File: src/rtl/rx_irq_pkg.sv
package rx_irq_pkg;

    localparam int unsigned NUM_SRC = 8;

    // Status bit positions (layout is fixed)
    localparam int unsigned B_MSG_END     = 7;
    localparam int unsigned B_FRM_START   = 6;
    localparam int unsigned B_PEER_CHG    = 5;
    localparam int unsigned B_PROTO_ERR   = 4;
    localparam int unsigned B_LOCK_LOST   = 3;
    localparam int unsigned B_CARRIER_CHG = 2;
    localparam int unsigned B_FIFO_OVF    = 1;
    localparam int unsigned B_POOL_FULL   = 0;

    typedef logic [NUM_SRC-1:0] src_vec_t;

    typedef enum logic [1:0] {
        VACK_NONE = 2'b00,
        VACK_MSG  = 2'b01,
        VACK_POOL = 2'b10,
        VACK_BOTH = 2'b11
    } vack_sel_e;

    typedef struct packed {
        src_vec_t status;
        src_vec_t mask;
    } irq_view_t;

    // Bits that a vector acknowledge is allowed to clear
    function automatic src_vec_t vack_clear_bits(input logic ack, input vack_sel_e sel);
        src_vec_t m;
        m = '0;
        if (ack) begin
            m[B_MSG_END]   = (sel == VACK_MSG)  || (sel == VACK_BOTH);
            m[B_POOL_FULL] = (sel == VACK_POOL) || (sel == VACK_BOTH);
        end
        return m;
    endfunction

    function automatic bit bit_clears_on_vack(input int unsigned idx);
        return (idx == B_MSG_END) || (idx == B_POOL_FULL);
    endfunction

endpackage

File: src/rtl/rx_irq_mask_reg.sv
module rx_irq_mask_reg
    import rx_irq_pkg::*;
(
    input  logic     clk,
    input  logic     rst,
    input  logic     we_i,
    input  src_vec_t wdata_i,
    output src_vec_t mask_o
);
    src_vec_t mask_q;

    always_ff @(posedge clk) begin
        if (rst)       mask_q <= '1;
        else if (we_i) mask_q <= wdata_i;
    end

    assign mask_o = mask_q;


    mask_hold_chk: assert property (@(posedge clk) disable iff (rst)
        !we_i |=> $stable(mask_q));

endmodule

File: src/rtl/rx_irq_bit_cell.sv
module rx_irq_bit_cell #(
    parameter bit VACK_CLR = 1'b0
) (
    input  logic clk,
    input  logic rst,
    input  logic evt_i,
    input  logic mask_i,
    input  logic vis_i,
    input  logic rd_clr_i,
    input  logic vack_clr_i,
    output logic q_o
);
    logic q;
    logic set_ok;
    logic clr;
    logic vack_path;

    assign set_ok = evt_i & (~mask_i | vis_i);

    generate
        if (VACK_CLR) begin : g_vack
            assign vack_path = vack_clr_i;
        end else begin : g_novack
            assign vack_path = vack_clr_i & 1'b0;
        end
    endgenerate

    assign clr = rd_clr_i | vack_path;

    always_ff @(posedge clk) begin
        if (rst)         q <= 1'b0;
        else if (set_ok) q <= 1'b1;
        else if (clr)    q <= 1'b0;
    end

    assign q_o = q;


    rd_clear_chk: assert property (@(posedge clk) disable iff (rst)
        (rd_clr_i && !evt_i) |=> !q);


    evt_set_chk: assert property (@(posedge clk) disable iff (rst)
        (evt_i && (!mask_i || vis_i)) |=> q);


    hidden_drop_chk: assert property (@(posedge clk) disable iff (rst)
        (evt_i && mask_i && !vis_i && !q && !$past(rst)) |=> !q);

endmodule

File: src/rtl/rx_irq_reduce.sv
module rx_irq_reduce
    import rx_irq_pkg::*;
(
    input  logic      clk,
    input  logic      rst,
    input  irq_view_t view_i,
    output logic      irq_o,
    output logic      summary_o
);
    src_vec_t pend;

    assign pend      = view_i.status & ~view_i.mask;
    assign irq_o     = |pend;
    assign summary_o = |pend;


    all_masked_quiet_chk: assert property (@(posedge clk) disable iff (rst)
        (&view_i.mask) |-> (!irq_o && !summary_o));


    empty_quiet_chk: assert property (@(posedge clk) disable iff (rst)
        (view_i.status == '0) |-> !irq_o);

endmodule

File: src/rtl/rx_irq_status.sv
module rx_irq_status
    import rx_irq_pkg::*;
(
    input  logic       clk,
    input  logic       rst,
    input  logic [7:0] evt_i,
    input  logic       mask_we_i,
    input  logic [7:0] mask_wdata_i,
    input  logic       vis_i,
    input  logic       rd_en_i,
    input  logic       vec_ack_i,
    input  logic [1:0] vec_sel_i,
    output logic [7:0] rd_data_o,
    output logic [7:0] mask_o,
    output logic       irq_o,
    output logic       summary_o
);
    src_vec_t  mask;
    src_vec_t  status;
    src_vec_t  vack_clr;
    irq_view_t view;
    logic      rst_d;

    rx_irq_mask_reg u_mask (
        .clk     (clk),
        .rst     (rst),
        .we_i    (mask_we_i),
        .wdata_i (mask_wdata_i),
        .mask_o  (mask)
    );

    assign vack_clr = vack_clear_bits(vec_ack_i, vack_sel_e'(vec_sel_i));

    generate
        for (genvar i = 0; i < NUM_SRC; i++) begin : g_bit
            rx_irq_bit_cell #(.VACK_CLR(bit_clears_on_vack(i))) u_cell (
                .clk        (clk),
                .rst        (rst),
                .evt_i      (evt_i[i]),
                .mask_i     (mask[i]),
                .vis_i      (vis_i),
                .rd_clr_i   (rd_en_i),
                .vack_clr_i (vack_clr[i]),
                .q_o        (status[i])
            );
        end
    endgenerate

    assign view.status = status;
    assign view.mask   = mask;

    rx_irq_reduce u_reduce (
        .clk       (clk),
        .rst       (rst),
        .view_i    (view),
        .irq_o     (irq_o),
        .summary_o (summary_o)
    );

    assign rd_data_o = status;
    assign mask_o    = mask;

    always_ff @(posedge clk) rst_d <= rst;


    always_ff @(posedge clk) begin
        if (rst_d && !rst) begin
            reset_state_chk: assert (status == '0 && mask == '1 && !irq_o);
        end
    end


    vack_msg_chk: assert property (@(posedge clk) disable iff (rst)
        (vec_ack_i && vec_sel_i[0] && !evt_i[B_MSG_END]) |=> !status[B_MSG_END]);


    vack_pool_chk: assert property (@(posedge clk) disable iff (rst)
        (vec_ack_i && vec_sel_i[1] && !evt_i[B_POOL_FULL]) |=> !status[B_POOL_FULL]);


    vack_spare_chk: assert property (@(posedge clk) disable iff (rst)
        (vec_ack_i && !rd_en_i && status[B_FRM_START]) |=> status[B_FRM_START]);

endmodule

File: config.mk
export PLATFORM = sky130hd
export DESIGN_NAME = rx_irq_status
export DESIGN_NICKNAME = d
export VERILOG_FILES = /design/src/rtl/rx_irq_pkg.sv /design/src/rtl/rx_irq_mask_reg.sv /design/src/rtl/rx_irq_bit_cell.sv /design/src/rtl/rx_irq_reduce.sv /design/src/rtl/rx_irq_status.sv
export SDC_FILE = /design/constraint.sdc
export NUM_CORES = 1
export LEC_CHECK = 0
export BUFFER_PORTS_ARGS = -buffer_cell sky130_fd_sc_hd__buf_2
export CAP_MARGIN = 40
export CORE_MARGIN = 5
export CORE_UTILIZATION = 46
export CTS_CLUSTER_DIAMETER = 80
export DETAILED_ROUTE_END_ITERATION = 12
export GPL_TIMING_DRIVEN = 1
export PLACE_DENSITY = 0.85
export REMOVE_ABC_BUFFERS = 1
export SKIP_LAST_GASP = 1
export SYNTH_ARGS = -nofsm -noshare
export SYNTH_HDL_FRONTEND = slang
export SYNTH_HIERARCHICAL = 1
export SYNTH_SLANG_ARGS = --single-unit
File: constraint.sdc
create_clock -name clk -period 3.6 [get_ports clk]
set_input_delay 0.72 -clock clk [delete_from_list [all_inputs] [get_ports clk]]
set_output_delay 0.72 -clock clk [all_outputs]
set_load 0.05 [all_outputs]
Yosys cells after proc, flatten, opt, wreduce, memory -nomap -nowiden
Index checks and enable logic that the tools add are counted.
W data, S select, Z words.

storage, ports and cells
  bits in registers = 16
  input port bits = 24

cells by class
  equal/unequal tests = 3
  muxes and demuxes = 13
  bitwise operators = 28
  reduce and logical (&&, ||, !) cells = 11

operators by type and width
  kind                  count
  $reduce_bool A2 Y1    8
  $mux W1               13
  $or A1 B1 Y1          10
  $and A1 B1 Y1         8
  $and A8 B8 Y8         1
  $not A1 Y1            8
  $not A8 Y8            1
  $reduce_or A8 Y1      1
  $eq A2 B2 Y1 const B  2
  $eq A2 B1 Y1 const B  1
  $logic_or A1 B1 Y1    2

Longest topological paths before layout
Gate-level depths: netlist (run 1).

  depth in word-level cells = 6
  mapped depth = 4
  gate-level depth less buffers = 3

Hierarchy
The synthesis (run 1) kept the hierarchy.

by module, submodules not included
  module                                 instances  cells an instance  area each (um2)
  rx_irq_bit_cell (g_bit[1].u_cell ...)  6          5                  52.6
  rx_irq_mask_reg                        1          26                 302.8
  rx_irq_bit_cell (g_bit[0].u_cell ...)  2          5                  47.5
  rx_irq_reduce                          1          14                 70.1
  rx_irq_status                          1          3                  16.3

Worst setup path after synthesis (run 1)
No wires, ideal clock.

  kind = reg-to-output
  start = register u_mask.mask_q[2] (netlist: u_mask/mask_o[2])
  end = output port summary_o
  arrival = 1.856 ns
  data required time = 2.880 ns
  slack = 1.024 ns
  cell stages (with the launch flop) = 4
  path through = dfxtp_1 -> o22ai_1 -> or4_1 -> buf_4

between the ends
  longest elaborated chain between the ends = 3

RTL lines
  element                 line                   RTL
  from (decl)             rx_irq_mask_reg.sv:10  src_vec_t mask_q;
  from (signal assigned)  rx_irq_mask_reg.sv:14  else if (we_i) mask_q <= wdata_i;
  $not A8 Y8              rx_irq_reduce.sv:12    assign pend = view_i.status & ~view_i.mask;
  $and A8 B8 Y8           rx_irq_reduce.sv:12
  $reduce_or A8 Y1        --
  to (decl)               rx_irq_status.sv:16    output logic summary_o

No other way between the ends.

Worst setup path after layout (run 1)
  start = register u_mask.mask_q[2] (netlist: u_mask/mask_o[2])
  end = output port summary_o

between the ends
  longest elaborated chain between the ends = 3

RTL lines
  element           line                 RTL
  $not A8 Y8        rx_irq_reduce.sv:12
  $and A8 B8 Y8     rx_irq_reduce.sv:12
  $reduce_or A8 Y1  rx_irq_reduce.sv:14  assign summary_o = |pend;

No other way between the ends.

==> run metrics, run 1 <==
status=finished clean; first-pass GRT wire length=3060 um; initial antenna violation count=0; die extent in y=51.6 um; Final Hold Vio Count=0; IO buf count=41; share of layout cells above drive strength 1=46.0%; die area=2660 sq um; fin crit share=61.9%; Startpoint Class=flip-flop; Critical Path AT=1.51 ns; Overall Global Routing Usage=15.1%; critical setup path kind=reg -> out; GRT Max-Usage Layer=met2; Nets=149; syn avg cell area=9.70 sq um; H-tree depth=1; slowest stage delay, CP=0.54 ns; fmax=449 MHz; vias after detailed routing=715; clock tree buffer depth=2; worst setup path startpoint=u_mask/mask_o[2]; worst path required time=2.88 ns; worst vdd ir=0.288 mV; Setup crit end kind=primary output; area of the core=1690 sq um; fin util=61.3%; # rows=15; RSZ-0062 raised after global routing=no; FILL cells=163; clk_lat worst skew=0.28 ns; Detail Placement HPWL=1460 um; met1 usage=18.3%; Residual DRC=0; DRT Wirelength=1890 um; HP Class=reg -> reg; Root Buffer=clkbuf_4; crit path cell chain=o22ai_1 > or4_1 > buf_2; CTS Hold Buffers Added=0; grt met2 use=26.7%; FF+latch area=320 sq um; clk slew on worst S/H paths=0.09 ns; DR WL/cell=13.4 um; Post-Route Skew=0.00384 ns; drt pass-1 iters=5; I/O Pins=42; vias in the first global route=716; Setup-failing EPs final=0; Worst Path Max Fanout=4; actual slew at the worst max-slew pin=0.430 ns; Final ANT Viol Nets=0; max-cap violation count=0; Congestion Overflow GR=0; die width=51.6 um; Initial Util=47.1%; Synth Warn #=6; PostCTS Resize Cnt=0; GP Congestion=0.787; number of inserted diodes=0; mapped cell area=796 sq um; Fin Setup TNS=0 ns; TritonCTS Buffers=3; met3 Use GR=2.58%; Crit Reg-Reg Startpoint=g_bit[7].u_cell/q_o; area grow syn2layout=30.2%; Multi-input gate area=400 sq um; Final Max Tran Viols=0; P_leak=0.000471 uW; CTS sink cnt=16; Slew HR=71.3%; largest net degree at the start of global routing=25; CTS tree=built; Detailed Route Iter0 Violations=11; Synth Instances=82; Vias per Instance=5.07; P per Cell Area=436 nW/um^2; post-CTS setup buffers=0; min-delay src=g_bit[1].u_cell/q_o; slowest stage cell, crit path=or4_1; crit path time final=2.23 ns
==> area by class of cell <==
class | count | share of cell area (%)
Inverter | 14 | 5.07
Sequential cell | 16 | 30.9
Clock buffer | 4 | 3.50
Timing Repair Buffer | 41 | 19.8
Tap cell | 17 | 2.05
Multi-Input combinational cell | 49 | 38.6
==> layer usage <==
layer	wire length (um)	vias to the layer above	part of all wire, %
li1	-	366	-
met1	774	324	41
met2	969	23	51
met3	134	2	7.1
met4	12	0	0.63
met5	0	-	0
==> power by group <==
part | switching (uW) | leakage (uW) | internal, uW
sequential | 9.63 | 0.000133 | 190
combinational | 92.1 | 0.000317 | 43.1
clock | 55.1 | 0.0000210 | 61.5
total | 157 | 0.000471 | 295
==> state kept, by name, summed over array words and instances, names as in the netlist <==
signal	cells
g_bit.u_cell/q_o	8
u_mask/mask_o	8
==> critical path, delay by kind of cell, from the launching register on <==
| kind | cells | cell delay (ns) |
|---|---|---|
| AO/OA/AOI/OAI | 1 | 0.08 |
| buffers and inverters | 1 | 0.23 |
| AND/OR/NAND/NOR | 1 | 0.54 |
| flip-flops | 1 | 0.37 |
==> through the flow <==
step                      total power, uW  setup WS (ns)  cell area (sq um)  hold slack (ns)  instances
after floorplan                       296           1.15                773            0.729         79
after global placement                336           1.71               1000            0.490        137
after detailed placement              340           1.68               1000            0.510        137
after CTS                             457           1.35               1040            0.523        141
after global routing                  473           1.28               1040            0.545        141
final                                 451           1.37               1040            0.522        141
==> cells in the final DEF (no fill, tap or decap) <==
master / n
or4b_1: 2
buf_2: 41
dfxtp_1: 16
a211o_1: 2
o21ai_0: 2
nand2b_1: 8
inv_1: 14
a211o_2: 6
nor2b_1: 16
o32ai_2: 6
and2_1: 2
clkbuf_8: 1
clkbuf_4: 3
or4_1: 1
o22ai_1: 4
==> worst paths after layout <==
check	end	slack, ns	depth (start not counted)
setup / recovery	summary_o	1.37	3
hold / removal	g_bit[1].u_cell/q_o	0.52	2
setup reg to reg	g_bit[7].u_cell/q_o	2.66	2
hold reg to reg	g_bit[1].u_cell/q_o	0.52	2
Power figures use the tool's default switching activity.
==> inputs of run 2 (changes only) <==
CORE_UTILIZATION = 43   (was 46)
PLACE_DENSITY = 0.81   (was 0.85)
clock period = 2.3 ns   (was 3.6 ns; I/O delays follow)
==> run metrics, run 2 (same netlist as run 1, synthesis figures left out) <==
CTS Hold Buffers Added=0; Slew HR=70.6%; Multi-input gate area=400 sq um; Final Max Tran Viols=0; I/O Pins=42; vias after detailed routing=719; Vias per Instance=4.86; DR WL/cell=13.1 um; Setup-failing EPs final=0; Residual DRC=0; FF+latch area=320 sq um; initial antenna violation count=0; post-CTS setup buffers=0; worst vdd ir=0.354 mV; area of the core=1750 sq um; RSZ-0062 raised after global routing=no; DP Worst Slack=0.633 ns; Post-Route Skew=0.00441 ns; CP Capture Point=summary_o; first-pass GRT wire length=3150 um; Initial Util=45.6%; Setup crit end kind=primary output; die width=53.0 um; TritonCTS Buffers=3; GRT Max-Usage Layer=met2; largest net degree at the start of global routing=25; most frequent cells in the layout=buf_2 (41), nor2b_1 (16), dfxtp_1 (16); # rows=15; fin util=59.1%; P_leak=0.000464 uW; clk slew on worst S/H paths=0.09 ns; status=finished clean; Detailed Route Iter0 Violations=6; Nets=149; Final Worst Setup Slack=0.342 ns; FILL cells=159; post-route insts no fill=148; fin crit share=85.1%; Crit Reg-Reg Startpoint=g_bit[7].u_cell/q_o; critical setup path kind=reg -> out; vias in the first global route=716; Worst Path Max Fanout=4; max-cap violation count=0; GP Congestion=0.785; worst setup path startpoint=u_mask/mask_o[2]; met1 usage=16.8%; met3 Use GR=1.13%; grt met2 use=27.7%; DRT Wirelength=1930 um; Fin Setup TNS=0 ns; WHS=0.385 ns; PostCTS Resize Cnt=0; Placed Cells=145; H-tree depth=1; Root Buffer=clkbuf_4; actual slew at the worst max-slew pin=0.440 ns; drt pass-1 iters=4; Startpoint Class=flip-flop; worst path required time=1.84 ns; Final Hold Vio Count=0; clk_lat worst skew=0.28 ns; most common cell after layout, fill and taps aside=buf_2; HP Class=in -> reg; Critical Path AT=1.50 ns; fmax=511 MHz; share of layout cells above drive strength 1=45.5%; crit path time final=1.96 ns; R2R Setup Slk=1.38 ns; number of inserted diodes=0; die extent in y=53.0 um; FF-to-FF End=g_bit[7].u_cell/q_o; area grow syn2layout=29.7%; worst reg-to-reg path cell count=2; die area=2810 sq um; Detail Placement HPWL=1510 um; Final ANT Viol Nets=0; P per Cell Area=644 nW/um^2; IO buf count=41; Overall Global Routing Usage=15.3%; CTS tree=built; CTS sink cnt=16; clock tree buffer depth=2; Congestion Overflow GR=0
[run 2: worst min path at each step]
stage                              from                   to  slack (ns)  cells past startpoint
global placement    g_bit[6].u_cell/q_o  g_bit[6].u_cell/q_o        0.49                      2
finish                  mask_wdata_i[5]     u_mask/mask_o[5]        0.39                      2
floorplan                           rst     u_mask/mask_o[4]        0.56                      1
global route            mask_wdata_i[0]     u_mask/mask_o[0]        0.38                      2
CTS                     mask_wdata_i[5]     u_mask/mask_o[5]        0.38                      2
detailed placement  g_bit[2].u_cell/q_o  g_bit[2].u_cell/q_o        0.50                      2
[run 2: final cells by class]
class | instances | area share (%)
Tap cell | 25 | 3.03
Multi-Input combinational cell | 49 | 38.8
Inverter | 14 | 5.09
Timing Repair Buffer | 41 | 19.9
Sequential cell | 16 | 31.0
Clock buffer | 3 | 2.18
[run 2: through the flow]
stage | total power [uW] | area, sq um
after floorplan | 464 | 773
after global placement | 526 | 1010
after CTS | 675 | 1030
final | 665 | 1030
after global routing | 701 | 1030
after detailed placement | 533 | 1010
[run 2: routing by layer]
metal | routed length, um | share of wire, %
met1 | 791 | 41
met4 | 34 | 1.8
met5 | 0 | 0
met3 | 74 | 3.8
met2 | 1030 | 53
[run 2: report_power, final]
group | internal (uW) | switching [uW]
Combinational | 67.4 | 144
Clock | 60.6 | 79.8
Sequential | 297 | 16.1
[run 2: worst max-delay path, cell delays in order, from the launching register on]
cell     delay, ns
dfxtp_1       0.37
o22ai_1       0.09
or4_1         0.53
buf_2         0.23
==> inputs of run 3 (changes only) <==
ABC_AREA = 1   (was unset)
==> run metrics, run 3 <==
status=finished clean; clk slew on worst S/H paths=0.09 ns; largest net degree at the start of global routing=10; first-pass GRT wire length=3190 um; Startpoint Class=flip-flop; H-tree depth=1; area grow syn2layout=32.2%; vias in the first global route=755; Final Hold Vio Count=0; min-delay src=mask_wdata_i[4]; Root Buffer=clkbuf_4; R2R Setup Slk=1.62 ns; Final ANT Viol Nets=0; worst reg-to-reg path cell count=3; Worst Hold Path EP=u_mask/mask_o[4]; PostCTS Resize Cnt=0; switching share of power=36.1%; Synth Warn #=6; fmax=583 MHz; post-CTS setup buffers=0; worst vdd ir=0.339 mV; WHS Path Cells=3; FILL cells=173; Fin Setup TNS=0 ns; number of inserted diodes=0; Buf+Inv Stages, Crit Path=2; Nets=189; Congestion Overflow GR=0; Initial Util=45.7%; CTS sink cnt=16; CP top delay family=flip-flops; die extent in y=52.8 um; Detail Placement HPWL=1570 um; slowest stage delay, CP=0.38 ns; P_sw=252 uW; crit path cell chain=inv_1 > nand2_1 > nand2_1 > nor2_1 > nand2_1 > buf_2; slowest stage cell, crit path=dfxtp_1; P_int=447 uW; GP Congestion=0.769; TritonCTS Buffers=3; clk_lat worst skew=0.29 ns; I/O Pins=42; Flop pwr share=44.7%; P per Cell Area=670 nW/um^2; CTS tree=built; P_leak=0.000665 uW; share of layout cells above drive strength 1=35.4%; Overall Global Routing Usage=15.5%; Detailed Route Iter0 Violations=21; Setup-failing EPs final=0; die area=2790 sq um; Vias per Instance=4.31; Final Max Tran Viols=0; Post-Route Skew=0.00129 ns; area of the core=1730 sq um; clock tree buffer depth=2; max-cap violation count=0; # rows=15; most common cell after layout, fill and taps aside=nand2_1; Synth Instances=121; most frequent cells in the layout=nand2_1 (53), buf_2 (41), inv_1 (27); Worst Path Max Fanout=4; Residual DRC=0; worst path required time=1.84 ns; mapped cell area=788 sq um; actual slew at the worst max-slew pin=0.271 ns; syn avg cell area=6.51 sq um; Comb pwr share=28.7%; HP Class=in -> reg; Critical Path AT=1.26 ns; fin crit share=74.6%; crit-path most repeated cell=nand2_1; IO buf count=41; crit path time final=1.72 ns; initial antenna violation count=0; Clock Power Share=26.6%; drt pass-1 iters=4; Crit Reg-Reg Startpoint=u_mask/mask_o[3]; Slew HR=81.9%; die width=52.8 um; DRT Wirelength=2070 um; fin util=60.4%; FF-to-FF End=g_bit[3].u_cell/q_o; vias after detailed routing=815; Setup crit end kind=primary output; critical setup path kind=reg -> out; CTS Hold Buffers Added=0; DR WL/cell=10.9 um; RSZ-0062 raised after global routing=no
run 3: area by class of cell:
| cell class | count | area (sq um) | area share, % |
|---|---|---|---|
| multi-input cells | 73 | 337 | 32.3 |
| flip-flops and latches | 16 | 320 | 30.7 |
| repair buffers | 41 | 205 | 19.7 |
| inverters | 30 | 113 | 10.8 |
| clock buffers | 4 | 36.3 | 3.48 |
| well taps | 25 | 31.3 | 3.00 |
run 3: per-stage QoR:
stage	std cells	cell area, sq um	worst slack, ns	total power (uW)	hold WS (ns)
2_1_floorplan	119	769	0.352	456	0.522
3_3_place_gp	185	1010	0.933	516	0.474
3_5_place_dp	185	1010	0.918	519	0.484
4_1_cts	189	1040	0.585	709	0.366
5_1_grt	189	1040	0.494	733	0.387
6_report	189	1040	0.583	699	0.377
run 3: worst max path at each step:
| stage | from | to | slack [ns] | cells past startpoint |
|---|---|---|---|---|
| floorplan | g_bit[0].u_cell/q_o | irq_o | 0.35 | 4 |
| global placement | u_mask/mask_o[1] | summary_o | 0.93 | 6 |
| detailed placement | u_mask/mask_o[1] | summary_o | 0.92 | 6 |
| CTS | u_mask/mask_o[1] | summary_o | 0.58 | 6 |
| global route | u_mask/mask_o[5] | summary_o | 0.49 | 6 |
| finish | u_mask/mask_o[1] | summary_o | 0.58 | 6 |
run 3: metal layers:
metal  global-route usage, %  routed length (um)  up-vias
met5                       0                   0        -
met1                    18.4                 843      340
met4                    6.38                  12        0
met3                    2.56                 176        2
met2                    27.3                1030       36
li1                        -                   -      437
run 3: tightest hold or removal path, delay by kind of cell:
kind | cells | cell delay, ns
and+or+nand+nor | 2 | 0.10
buffers and inverters | 1 | 0.07
run 3: power groups by stage:
stage	registers, uW	logic [uW]	clock network [uW]
finish	312	200	186
global route	316	216	201
CTS	313	201	195
detailed placement	319	200	0
global placement	318	198	0
floorplan	384	71.5	0
